`config.mk`:
```
export PLATFORM = sky130hd
export DESIGN_NAME = wreg_trap_detector
export DESIGN_NICKNAME = d
export VERILOG_FILES = /design/src/rtl/wreg_trap_pkg.sv /design/src/rtl/wreg_init_tracker.sv /design/src/rtl/illegal_opcode_check.sv /design/src/rtl/trap_sequencer.sv /design/src/rtl/wreg_trap_detector.sv
export SDC_FILE = /design/constraint.sdc
export NUM_CORES = 1
export LEC_CHECK = 0
export BUFFER_PORTS_ARGS = -buffer_cell sky130_fd_sc_hd__buf_2
export CELL_PAD_IN_SITES_DETAIL_PLACEMENT = 0
export CELL_PAD_IN_SITES_GLOBAL_PLACEMENT = 1
export CORE_MARGIN = 5
export CORE_UTILIZATION = 31
export DETAILED_ROUTE_END_ITERATION = 8
export GPL_ROUTABILITY_DRIVEN = 0
export MAX_ROUTING_LAYER = met4
export PLACE_DENSITY_LB_ADDON = 0.1
export SKIP_LAST_GASP = 1
export SLEW_MARGIN = 20
export SYNTH_ARGS = -nofsm -noshare
export SYNTH_HDL_FRONTEND = slang
export SYNTH_SLANG_ARGS = --single-unit
```
`constraint.sdc`:
```
create_clock -name clk -period 2.2 [get_ports clk]
set_input_delay 0.44 -clock clk [delete_from_list [all_inputs] [get_ports clk]]
set_output_delay 0.44 -clock clk [all_outputs]
set_load 0.1 [all_outputs]
```
`src/rtl/wreg_trap_pkg.sv`:
```
package wreg_trap_pkg;

    typedef enum logic [1:0] {
        ST_RUN   = 2'd0,
        ST_PULSE = 2'd1,
        ST_HALT  = 2'd2
    } trap_state_e;

endpackage

```
`src/rtl/wreg_init_tracker.sv`:
```
module wreg_init_tracker #(
    parameter int NUM_REGS   = 16,
    parameter int NUM_WR     = 2,
    parameter int EXEMPT_IDX = 15,
    localparam int IDX_W     = $clog2(NUM_REGS)
) (
    input  logic                    clk,
    input  logic                    sys_rst_n,
    input  logic [NUM_WR-1:0]       wr_en,
    input  logic [NUM_WR*IDX_W-1:0] wr_idx,
    input  logic [NUM_WR-1:0]       wr_word,
    input  logic                    ptr_en,
    input  logic [IDX_W-1:0]        ptr_idx,
    output logic [NUM_REGS-1:0]     init_vec,
    output logic                    ptr_fault
);

    for (genvar r = 0; r < NUM_REGS; r++) begin : g_reg
        if (r == EXEMPT_IDX) begin : g_exempt
            assign init_vec[r] = 1'b1;
        end else begin : g_tracked
            logic set_hit;
            logic bit_q;

            always_comb begin
                set_hit = 1'b0;
                for (int p = 0; p < NUM_WR; p++) begin
                    if (wr_en[p] && wr_word[p] &&
                        (wr_idx[p*IDX_W +: IDX_W] == IDX_W'(r))) begin
                        set_hit = 1'b1;
                    end
                end
            end

            always_ff @(posedge clk or negedge sys_rst_n) begin
                if (!sys_rst_n) begin
                    bit_q <= 1'b0;
                end else if (set_hit) begin
                    bit_q <= 1'b1;
                end
            end

            assign init_vec[r] = bit_q;
        end
    end

    // The pointer check sees the state before this cycle's writes.
    assign ptr_fault = ptr_en && !init_vec[ptr_idx];

endmodule

```
`src/rtl/illegal_opcode_check.sv`:
```
module illegal_opcode_check #(
    parameter int             INSTR_W     = 24,
    parameter int             OPC_W       = 8,
    parameter logic [OPC_W-1:0] ILLEGAL_OPC = 8'h3F
) (
    input  logic               fetch_valid,
    input  logic [INSTR_W-1:0] fetch_word,
    output logic               opc_fault
);

    logic [OPC_W-1:0] upper_field;

    assign upper_field = fetch_word[INSTR_W-1 -: OPC_W];
    assign opc_fault   = fetch_valid && (upper_field == ILLEGAL_OPC);

endmodule

```
`src/rtl/trap_sequencer.sv`:
```
module trap_sequencer
    import wreg_trap_pkg::*;
(
    input  logic clk,
    input  logic sys_rst_n,
    input  logic por_n,
    input  logic hit,
    output logic fault_o,
    output logic flag_o,
    output logic run_o
);

    trap_state_e state_q;
    trap_state_e state_d;
    logic        flag_q;

    always_comb begin
        state_d = state_q;
        unique case (state_q)
            ST_RUN:   if (hit) state_d = ST_PULSE;
            ST_PULSE: state_d = ST_HALT;
            ST_HALT:  state_d = ST_HALT;
            default:  state_d = ST_RUN;
        endcase
    end

    always_ff @(posedge clk or negedge sys_rst_n) begin
        if (!sys_rst_n) begin
            state_q <= ST_RUN;
        end else begin
            state_q <= state_d;
        end
    end

    always_ff @(posedge clk or negedge por_n) begin
        if (!por_n) begin
            flag_q <= 1'b0;
        end else if (state_q == ST_RUN && hit) begin
            flag_q <= 1'b1;
        end
    end

    always_comb begin
        fault_o = (state_q == ST_PULSE);
        run_o   = (state_q == ST_RUN);
        flag_o  = flag_q;
    end

endmodule

```
`src/rtl/wreg_trap_detector.sv`:
```
module wreg_trap_detector #(
    parameter int               NUM_REGS    = 16,
    parameter int               NUM_WR      = 2,
    parameter int               EXEMPT_IDX  = 15,
    parameter int               INSTR_W     = 24,
    parameter int               OPC_W       = 8,
    parameter logic [OPC_W-1:0] ILLEGAL_OPC = 8'h3F,
    localparam int              IDX_W       = $clog2(NUM_REGS)
) (
    input  logic                    clk,
    input  logic                    por_n,
    input  logic                    rst_n,
    input  logic [NUM_WR-1:0]       wr_en,
    input  logic [NUM_WR*IDX_W-1:0] wr_idx,
    input  logic [NUM_WR-1:0]       wr_word,
    input  logic                    ptr_en,
    input  logic [IDX_W-1:0]        ptr_idx,
    input  logic                    fetch_valid,
    input  logic [INSTR_W-1:0]      fetch_word,
    output logic                    fault_o,
    output logic                    flag_o,
    output logic [NUM_REGS-1:0]     init_vec_o
);

    logic sys_rst_n;
    logic ptr_fault;
    logic opc_fault;
    logic run_q;

    assign sys_rst_n = rst_n & por_n;

    wreg_init_tracker #(
        .NUM_REGS   (NUM_REGS),
        .NUM_WR     (NUM_WR),
        .EXEMPT_IDX (EXEMPT_IDX)
    ) u_tracker (
        .clk       (clk),
        .sys_rst_n (sys_rst_n),
        .wr_en     (wr_en),
        .wr_idx    (wr_idx),
        .wr_word   (wr_word),
        .ptr_en    (ptr_en),
        .ptr_idx   (ptr_idx),
        .init_vec  (init_vec_o),
        .ptr_fault (ptr_fault)
    );

    illegal_opcode_check #(
        .INSTR_W     (INSTR_W),
        .OPC_W       (OPC_W),
        .ILLEGAL_OPC (ILLEGAL_OPC)
    ) u_opc (
        .fetch_valid (fetch_valid),
        .fetch_word  (fetch_word),
        .opc_fault   (opc_fault)
    );

    trap_sequencer u_seq (
        .clk       (clk),
        .sys_rst_n (sys_rst_n),
        .por_n     (por_n),
        .hit       (ptr_fault | opc_fault),
        .fault_o   (fault_o),
        .flag_o    (flag_o),
        .run_o     (run_q)
    );

endmodule

```
==> flow_metrics.env <==
export IMPL_status="finished, final reports clean"
export IMPL_synthSimpleGateAreaFrac_pct=26.8
export IMPL_netlist_instances=127
export IMPL_clk_latency_ns=0.25
export IMPL_met3_usage_pct=2.56
export IMPL_vias=995
export IMPL_die_w_um=70.7
export IMPL_cts_root_buf="clkbuf_8"
export IMPL_cts_resized=0
export IMPL_critPathKind="primary input to flop"
export IMPL_synth_adder_area_share_pct=2.19
export IMPL_end_kind="flop"
export IMPL_relSlewSlack_pct=48.8
export IMPL_grt_setup_unrepaired="no"
export IMPL_grt_busiest_layer="met2"
export IMPL_path_max_fanout=7
export IMPL_layout_nets=209
export IMPL_grt_pass1_vias=1024
export IMPL_cts_tree="yes"
export IMPL_fin_setup_tns_ns=0
export IMPL_antenna_found_initial=0
export IMPL_cts_sinks=18
export IMPL_startpoint="ptr_idx[0]"
export IMPL_mappedNetlistArea_um2=1140
export IMPL_timing_fmax_mhz=558
export IMPL_slowest_delay_ns=0.49
export IMPL_rows=22
export IMPL_peakVddDrop_mv=0.309
export IMPL_p_per_area_nw_per_um2=1000
export IMPL_min_path_type="primary input to async pin"
export IMPL_grt_pass1_wl_um=5080
export IMPL_final_common_cell="buf_2"
export IMPL_gr_usage_all_layers_pct=13.3
export IMPL_drc=0
export IMPL_ios=63
export IMPL_ant_nets=0
export IMPL_initial_core_util_pct=31.7
export IMPL_required_ns=2.34
export IMPL_yosysWarnings=0
export IMPL_multi_input_area_um2=547
export IMPL_drtPass1Iterations=4
export IMPL_htree_levels=1
export IMPL_r2r_start="u_tracker.g_reg[7].g_tracked.bit_q$_DFFE_PN0P_"
export IMPL_synth_xor_area_share_pct=0
export IMPL_coreArea_um2=3610
export IMPL_antennaDiodeCount=0
export IMPL_drv_slew=0
export IMPL_min_period_ns=1.79
export IMPL_drv_cap=0
export IMPL_finalHoldViolations=0
export IMPL_hold_buffers=1
export IMPL_drt_iter0_markers=15
export IMPL_hpwl_um=2450
export IMPL_seq_area_um2=450
export IMPL_ys_seq_area_share_pct=39.4
export IMPL_setup_violations=0
export IMPL_synth_area_mux_share_pct=9.74
export IMPL_fin_crit_sh_pct=81.5
export IMPL_layout_common_cells="buf_2, nor2_1, dfrtp_1"
export IMPL_vias_per_cell=4.78
export IMPL_synth_fp_nets=174
export IMPL_cts_buffers=3
export IMPL_synth_top_family_by_area="simple AND/OR/NAND/NOR gates"
export IMPL_critical_path_slowest_cell="mux4_2"
export IMPL_syn_avg_cell_area_um2=9.00
export IMPL_grt_remaining_overflow=0
export IMPL_die_area_um2=5000
export IMPL_grt_max_degree=18
export IMPL_portBuffers=45
export IMPL_p_leak_nw=0.599
export IMPL_crit_path_start_kind="primary input"
export IMPL_fill_cells=396
export IMPL_cts_setup_buffers=0
export IMPL_syn_to_final_growth_pct=18.6
export IMPL_fin_skew_ns=0.00170
export IMPL_total_power_mw=1.36
export IMPL_critical_path_arrival_ns=1.93
export IMPL_synth_seq_cells=18
export IMPL_synth_compound_area_share_pct=8.75
export IMPL_drive_gt1_share_pct=35.0
export IMPL_crit_path_cell_trace="buf_2, mux2i_1, mux4_2, a221oi_2, nand2_1, mux2_4"
export IMPL_use_met2_pct=20.3
export IMPL_cts_buffer_depth=2
export IMPL_synth_distinct_cells=28
export IMPL_die_h_um=70.7
export IMPL_wl_um=2960
export IMPL_wl_per_cell_um=14.2
export IMPL_clk_pin_slew_worst_paths_ns=0.06
export IMPL_max_slew_worst_pin_slew_ns=0.768
export IMPL_grt_use_met1_pct=17.3
==> cell type report <==
class,instances,area share (%)
flip-flops and latches,18,33.2
well taps,48,4.43
inverters,4,1.11
multi-input cells,88,40.3
repair buffers,47,17.9
clock buffers,3,3.04
==> worst paths after layout <==
check,depth (start not counted),end,slack (ns)
setup / recovery,6,u_seq.state_q[1]$_DFFE_PN0P_,0.41
hold / removal,2,u_seq.state_q[0]$_DFFE_PN0P_,0.36
setup reg to reg,5,u_seq.state_q[1]$_DFFE_PN0P_,0.42
hold reg to reg,1,u_seq.flag_o$_DFFE_PN0P_,0.47
max in group asynchronous,3,u_tracker.g_reg[10].g_tracked.bit_q$_DFFE_PN0P_,0.80
min in group clk,1,u_seq.flag_o$_DFFE_PN0P_,0.47
==> synth_stat cells <==
master / count / area share, %
mux2_4: 1 / 1.3
inv_1: 4 / 1.3
buf_6: 1 / 0.98
a21oi_1: 1 / 0.44
mux2i_1: 4 / 3.5
nor3_1: 8 / 3.5
or3_1: 6 / 3.3
a221oi_2: 1 / 1.3
mux2_2: 3 / 3.0
o21ai_0: 11 / 4.8
ha_1: 2 / 2.2
nor4_1: 1 / 0.55
and2b_2: 1 / 0.77
nand4_1: 2 / 1.1
buf_4: 16 / 11
nand3_1: 1 / 0.44
nand2_1: 6 / 2.0
o221ai_1: 1 / 0.77
dfrtp_1: 18 / 39
and2_1: 1 / 0.55
nand2b_1: 5 / 2.7
nor2_1: 23 / 7.5
nor2b_1: 1 / 0.55
conb_1: 1 / 0.33
nand4b_1: 5 / 3.8
a221oi_1: 1 / 0.77
mux4_2: 1 / 2.0
o21bai_1: 1 / 0.66
==> stage by stage <==
step                      cells  hold slack, ns  instance area (um2)  worst slack (ns)  util [%]
after floorplan             127           0.144                 1140             0.288         -
after global placement      204           0.219                 1310             0.125      36.2
after detailed placement    204           0.222                 1310             0.134      36.2
after CTS                   208           0.394                 1360             0.398      37.6
after global routing        208           0.446                 1360             0.288      37.6
final                       208           0.357                 1360             0.407      37.6
==> cell families (layout without fill, tap and decap cells) <==
| family | count (synthesis) | in the layout |
|---|---|---|
| other cells | 1 | 1 |
| simple gates | 60 | 60 |
| mux | 9 | 9 |
| compound gates | 16 | 16 |
| flops | 18 | 18 |
| fa+ha+maj | 2 | 2 |
| buf+inv | 21 | 54 |
==> routing by layer <==
| metal | share of wire [%] | vias up |
|---|---|---|
| li1 | - | 496 |
| met5 | 0 | - |
| met4 | 1.2 | 0 |
| met1 | 45 | 464 |
| met3 | 6.4 | 2 |
| met2 | 47 | 33 |
==> power by group <==
part	total [mW]	internal, mW	leakage, nW	switching [mW]
Combinational	0.692	0.128	0.373	0.564
Clock	0.225	0.121	0.0216	0.104
Sequential	0.441	0.391	0.205	0.0495
==> registers in the layout, indices dropped and copies added, names as in the netlist <==
| register | cells |
|---|---|
| u_tracker.g.g_tracked.bit_q | 15 |
| u_seq.flag_o | 1 |
| u_seq.state_q | 2 |
==> worst max-delay path: cells and delay by family <==
kind / cells / cell delay, ns
AOI/OAI and AO/OA: 1 / 0.29
buffers and inverters: 1 / 0.16
muxes: 3 / 0.94
and+or+nand+nor: 1 / 0.11
Power figures use the tool's default switching activity.
